[src/rtl/dbn_pkg.sv]
// Package dbn_pkg
// Holds the code width and the helper functions for the counter size that the
// debouncer modules share. It assumes every window is at least one cycle long.
package dbn_pkg;

    localparam int CODE_W    = 2;
    localparam int NUM_CODES = 1 << CODE_W;

    // Largest of the four window lengths.
    function automatic int unsigned win_max(input int unsigned a, input int unsigned b,
                                            input int unsigned c, input int unsigned d);
        int unsigned m;
        m = a;
        if (b > m) m = b;
        if (c > m) m = c;
        if (d > m) m = d;
        return m;
    endfunction

    // Counter width that can hold the largest window minus one; never below 1.
    function automatic int cnt_width(input int unsigned longest);
        int w;
        w = $clog2(longest);
        if (w < 1) w = 1;
        return w;
    endfunction

endpackage

[src/rtl/din_sync.sv]
// Module din_sync
// Two-flop synchronizer for a bus of independent raw lines. It assumes each line
// changes on its own, so a bus-wide skew of one cycle between lines is acceptable.
module din_sync #(
    parameter int W = 32
) (
    input  logic         clk,
    input  logic         rst_n,
    input  logic [W-1:0] din,
    output logic [W-1:0] dout
);

    logic [W-1:0] meta_q;
    logic [W-1:0] sync_q;

    // Two register stages per line, cleared by the synchronous reset.
    always_ff @(posedge clk) begin
        if (!rst_n) begin
            meta_q <= '0;
            sync_q <= '0;
        end else begin
            meta_q <= din;
            sync_q <= meta_q;
        end
    end

    assign dout = sync_q;


    sync_delay_chk: assert property (@(posedge clk) disable iff (!rst_n)
        ($past(rst_n) && $past(rst_n, 2)) |-> (sync_q == $past(din, 2)));

endmodule

[src/rtl/bit_filter.sv]
// Module bit_filter
// Stability filter for one synchronized line. Each cycle in which the input
// differs from the held level adds one to a counter. On the cycle the counter
// reaches lim_m1, the held level takes the input. A match, a restart or a bypass
// clears the counter. In bypass the held level follows the input, so a later
// enable starts from the current level. It assumes din is already synchronous.
module bit_filter #(
    parameter int CNT_W = 16
) (
    input  logic             clk,
    input  logic             rst_n,
    input  logic             bypass,
    input  logic             restart,
    input  logic [CNT_W-1:0] lim_m1,
    input  logic             din,
    output logic             q
);

    logic [CNT_W-1:0] cnt;

    // Count mismatch cycles and take the new level when the window is full.
    always_ff @(posedge clk) begin
        if (!rst_n) begin
            cnt <= '0;
            q   <= 1'b0;
        end else if (bypass) begin
            cnt <= '0;
            q   <= din;
        end else if (restart) begin
            cnt <= '0;
        end else if (din == q) begin
            cnt <= '0;
        end else if (cnt == lim_m1) begin
            cnt <= '0;
            q   <= din;
        end else begin
            cnt <= cnt + 1'b1;
        end
    end


    cnt_bound_chk: assert property (@(posedge clk) disable iff (!rst_n)
        !restart |-> (cnt <= lim_m1));


    hold_on_restart_chk: assert property (@(posedge clk) disable iff (!rst_n)
        (restart && !bypass) |=> (q == $past(q)));


    match_hold_chk: assert property (@(posedge clk) disable iff (!rst_n)
        (!bypass && din == q) |=> (q == $past(q)));


    byp_track_chk: assert property (@(posedge clk) disable iff (!rst_n)
        bypass |=> (q == $past(din)));

endmodule

[src/rtl/port_filter.sv]
// Module port_filter
// One port of PORT_W lines with a shared enable and a shared window code. It
// decodes the code into a window limit and registers the code it last saw, so a
// change restarts every counter of the port. It also picks, per port, between
// the filtered and the synchronized levels. It assumes the code is synchronous
// to clk.
module port_filter
    import dbn_pkg::*;
#(
    parameter int          PORT_W = 8,
    parameter int          CNT_W  = 16,
    parameter int unsigned WIN0   = 32,
    parameter int unsigned WIN1   = 512,
    parameter int unsigned WIN2   = 8000,
    parameter int unsigned WIN3   = 64000
) (
    input  logic              clk,
    input  logic              rst_n,
    input  logic              enable,
    input  logic [CODE_W-1:0] code,
    input  logic [PORT_W-1:0] din,
    output logic [PORT_W-1:0] dout
);

    localparam logic [CNT_W-1:0] LIM0 = CNT_W'(WIN0 - 1);
    localparam logic [CNT_W-1:0] LIM1 = CNT_W'(WIN1 - 1);
    localparam logic [CNT_W-1:0] LIM2 = CNT_W'(WIN2 - 1);
    localparam logic [CNT_W-1:0] LIM3 = CNT_W'(WIN3 - 1);

    logic [CODE_W-1:0] code_q;
    logic              restart;
    logic [CNT_W-1:0]  lim_m1;
    logic [PORT_W-1:0] held;

    // Remember the code in force, so a change can be seen.
    always_ff @(posedge clk) begin
        if (!rst_n) code_q <= '0;
        else        code_q <= code;
    end

    assign restart = (code != code_q);

    // Turn the window code into the last count of the window.
    always_comb begin
        case (code)
            2'b00:   lim_m1 = LIM0;
            2'b01:   lim_m1 = LIM1;
            2'b10:   lim_m1 = LIM2;
            default: lim_m1 = LIM3;
        endcase
    end

    for (genvar i = 0; i < PORT_W; i++) begin : g_bit
        bit_filter #(.CNT_W(CNT_W)) u_bit (
            .clk     (clk),
            .rst_n   (rst_n),
            .bypass  (!enable),
            .restart (restart),
            .lim_m1  (lim_m1),
            .din     (din[i]),
            .q       (held[i])
        );
    end

    // Pick the filtered level, or the synchronized level in bypass.
    always_comb begin
        dout = enable ? held : din;
    end


    code_follow_chk: assert property (@(posedge clk) disable iff (!rst_n)
        1'b1 |=> (code_q == $past(code)));

endmodule

[src/rtl/inport_debouncer.sv]
// Module inport_debouncer
// Top of the input debouncer. It synchronizes all raw lines and then runs NPORTS
// port filters, one for each group of PORT_W lines. Each filter takes its own
// enable bit and its own window code from the register inputs. It assumes both
// register inputs are synchronous to clk; enable bits at and above NPORTS, and
// code fields above port NPORTS-1, are ignored.
module inport_debouncer
    import dbn_pkg::*;
#(
    parameter int          NPORTS = 4,
    parameter int          PORT_W = 8,
    parameter int          REG_W  = 8,
    parameter int unsigned WIN0   = 32,
    parameter int unsigned WIN1   = 512,
    parameter int unsigned WIN2   = 8000,
    parameter int unsigned WIN3   = 64000
) (
    input  logic                     clk,
    input  logic                     rst_n,
    input  logic [NPORTS*PORT_W-1:0] raw_in,
    input  logic [REG_W-1:0]         flt_en,
    input  logic [REG_W-1:0]         dur_code,
    output logic [NPORTS*PORT_W-1:0] dout
);

    localparam int NBITS = NPORTS * PORT_W;
    localparam int CNT_W = cnt_width(win_max(WIN0, WIN1, WIN2, WIN3));

    logic [NBITS-1:0] sync_bus;

    din_sync #(.W(NBITS)) u_sync (
        .clk   (clk),
        .rst_n (rst_n),
        .din   (raw_in),
        .dout  (sync_bus)
    );

    for (genvar p = 0; p < NPORTS; p++) begin : g_port
        port_filter #(
            .PORT_W (PORT_W),
            .CNT_W  (CNT_W),
            .WIN0   (WIN0),
            .WIN1   (WIN1),
            .WIN2   (WIN2),
            .WIN3   (WIN3)
        ) u_port (
            .clk    (clk),
            .rst_n  (rst_n),
            .enable (flt_en[p]),
            .code   (dur_code[p*CODE_W +: CODE_W]),
            .din    (sync_bus[p*PORT_W +: PORT_W]),
            .dout   (dout[p*PORT_W +: PORT_W])
        );
    end

    if (REG_W > NPORTS) begin : g_spare_en
        logic unused_en;
        assign unused_en = ^flt_en[REG_W-1:NPORTS];
    end

    if (REG_W > NPORTS * CODE_W) begin : g_spare_code
        logic unused_code;
        assign unused_code = ^dur_code[REG_W-1:NPORTS*CODE_W];
    end


    port_local_chk: assert property (@(posedge clk) disable iff (!rst_n)
        ($stable(raw_in) && $stable(flt_en) && $stable(dur_code) &&
         $past(rst_n) && $past($stable(raw_in)) && $past(rst_n, 2) &&
         (dout == sync_bus)) |=> $stable(dout));

endmodule

[config.mk]
export PLATFORM = sky130hd
export DESIGN_NAME = inport_debouncer
export DESIGN_NICKNAME = d
export VERILOG_FILES = /design/src/rtl/dbn_pkg.sv /design/src/rtl/din_sync.sv /design/src/rtl/bit_filter.sv /design/src/rtl/port_filter.sv /design/src/rtl/inport_debouncer.sv
export SDC_FILE = /design/constraint.sdc
export NUM_CORES = 1
export LEC_CHECK = 0
export ABC_AREA = 0
export BUFFER_PORTS_ARGS = -buffer_cell sky130_fd_sc_hd__buf_2
export CORE_MARGIN = 2
export CORE_UTILIZATION = 35
export CTS_CLUSTER_DIAMETER = 100
export DETAILED_ROUTE_END_ITERATION = 7
export GPL_ROUTABILITY_DRIVEN = 1
export GPL_TIMING_DRIVEN = 0
export MAX_ROUTING_LAYER = met4
export PLACE_DENSITY = 0.5
export SYNTH_ARGS = -nofsm -noshare
export SYNTH_HDL_FRONTEND = slang
export SYNTH_SLANG_ARGS = --single-unit
[constraint.sdc]
create_clock -name clk -period 2.39 [get_ports clk]
set_input_delay 0.478 -clock clk [delete_from_list [all_inputs] [get_ports clk]]
set_output_delay 0.478 -clock clk [all_outputs]
set_load 0.03 [all_outputs]
==> impl_metrics.toml <==
[synth]
ys_ff_latch = 616
yosysMostFrequentCell = "nor2_1"
synth_top_area_share_pct = 42.9
synth-edff-count = 0
ys.flop_type = "dfxtp_1"
yosysTopAreaCell = "dfxtp_1"
synth.avg_cell_area_sq_um = 8.62
ys_types = 79
yosys-top-cells-area = "dfxtp_1, nor2_1, xnor2_1"
ys_top_cells_by_count = "nor2_1, dfxtp_1, xnor2_1, xor2_1, nand2_1"
yosysSeqAreaShare_pct = 42.9
synthCells = 3335
synth-async-reset-ratio_pct = 0
ys_warn_count = 0
syn_area_sq_um = 28800
synth_fp_nets = 3417

[sta]
final.setup_skew_ps = 20.6
slew_headroom_pct = 15.9
fmax_ghz = 0.433
drv_slew = 0
min_period_over_period_pct = 96.6
worst_pin_slew_ps = 1260
setup_tns_ps = 0
fin_crit_ps = 2310
final-setup-viol-count = 0
rsz0062_at_grt = "no"
finalHoldViolCount = 0
fin_hold_ws_ps = 74.1

[final_layout]
layoutNonFillerInstCount = 4616
drive_gt1_share_pct = 10.2
area_delta_synth_final_pct = 15.0
fill_cells = 8263
regArea_sq_um = 12300
multi_input_area_sq_um = 15400
nets = 3569

[min_path]
min_path_cells = 2
hp-class = "in -> reg"

[critical_path]
path_cells = "clkbuf_2 > clkbuf_2 > mux2_2 > buf_2"
worst_r2r_path_depth = 7
cpPeakStageDelay_ps = 430
r2r_setup_slack_ps = 180
cp.required_ps = 1910
cp_top_family = "buffers and inverters"
arrival_ps = 1830
crit_buf_inv = 3
slowest_stage = "mux2_2"
critical_path.max_fanout = 10
end_kind = "output port"
crit_path_start_kind = "input port"
critPathMostFrequentCell = "clkbuf_2"
cp.depth = 4
path_class = "in -> out"

[clock_tree]
cts_root_buf = "clkbuf_16"
cts_buffers = 72
cts.sinks = 616
cts_tree = "built"
htree_levels = 3
holdBufCountCts = 0
clk_pin_slew_ps = 60
clockBufferDepth = 3
clkLatencyLatePin_ps = 610

[routing]
viasPerCell = 4.93
drc = 0
vias = 22700
wirelength_um = 71100
wl_per_cell_um = 15.4
first_pass_iters = 5
drtAntennaViolNets = 0
initialDrtViolationCount = 1174

[global_routing]
grt_pass1_wl_um = 115000
grt_usage_pct = 17.2
overflow = 0
grt_max_degree = 14
grt_pass1_vias = 21500
antenna_found_initial = 6

[floorplanning]
coreArea_sq_um = 81700
die_area_sq_um = 84500
row_count = 105
ioPinCount = 82
die_w_um = 291
die_h_um = 291
initial_utilization_pct = 35.2

[pwr]
max-vdd-ir-drop_uv = 446
total_power_mw = 23.0
leakagePower_nw = 11.0
pwr_density_cell_nw_per_um2 = 695

[placement]
placed_cells = 4479
hpwl_um = 48700
io_buffers = 74
gp_congestion = 0.800

[job]
cap_violations = 0

[status]
outcome = "finished, final reports clean"
## cell families (layout without fill, tap and decap cells)
kind of cell               Yosys count  count (layout)  synth area share, %
AOI/OAI and AO/OA                  240             240                 6.89
xor gates and xnor gates           493             493                 15.0
adders and majority gates           32              32                 1.39
buffers and inverters              218             428                 3.56
DFF                                616             616                 42.9
muxes                               69              69                 2.54
other                                0               1                    0
and+or+nand+nor                   1667            1667                 27.7
## cell type report
type,instances,share of cell area (%)
Multi-Input combinational cell,2501,46.6
Timing Repair Buffer,78,1.21
Clock inverter,28,1.18
Inverter,98,1.11
Antenna cell,1,0.00757
Clock buffer,104,6.52
Tap cell,1070,4.05
Buffer,120,2.02
Sequential cell,616,37.3
## through the flow
stage / worst slack (ps) / instance area, sq um / util, %
CTS: 11.2 / 33000 / 40.4
floorplan: 257 / 28800 / -
finish: 80.5 / 33100 / 40.5
global placement: -857 / 30500 / 37.3
global route: 4.21 / 33100 / 40.5
detailed placement: -853 / 30500 / 37.3
## repair_timing
item,in CTS,in global routing
buffers inserted,0,4
endpoints found under the setup margin,28,74
resized for setup,6,9
pin swaps,0,3
## per-layer routing
layer  routed length (um)  track usage, %
met1                35400            23.4
met2                31000            26.3
met3                 2810            2.76
met4                 1970            5.16
met5                    0               -
## worst paths after layout
| path | start | end |
|---|---|---|
| setup reg to reg | g_port[0].u_port.g_bit[1].u_bit.cnt[6] | g_port[0].u_port.g_bit[1].u_bit.cnt[7] |
| hold / removal | raw_in[13] | u_sync.meta_q[13] |
| hold reg to reg | u_sync.meta_q[23] | u_sync.dout[23] |
| setup / recovery | flt_en[2] | dout[22] |
## power breakdown
part / internal [mW] / total (mW) / switching, mW
Combinational: 0.297 / 0.873 / 0.577
Clock: 7.25 / 11.7 / 4.46
Sequential: 10.3 / 10.4 / 0.0519
Total: 17.9 / 23.0 / 5.09
## cell usage in the layout, fill, tap and decap left out, types with 26 or more instances in the layout
master / count
clkbuf_1: 59
xnor2_1: 250
inv_1: 98
buf_2: 110
nand2_1: 232
mux2_2: 33
dfxtp_1: 616
nor2_1: 665
nor3_1: 83
mux2i_1: 36
or3_1: 26
and3_1: 92
ha_1: 32
and2_1: 88
and4_1: 27
a21oi_1: 30
nand3_1: 220
nand4_1: 113
clkbuf_16: 75
nor4_1: 37
xor2_1: 243
## flip-flops by register name, indices dropped and copies added (netlist names)
| name | flops |
|---|---|
| g_port.u_port.g_bit.u_bit.q | 32 |
| u_sync.dout | 32 |
| u_sync.meta_q | 32 |
| g_port.u_port.g_bit.u_bit.cnt | 512 |
| g_port.u_port.code_q | 8 |
No activity file was read; power rests on OpenSTA's default activity.
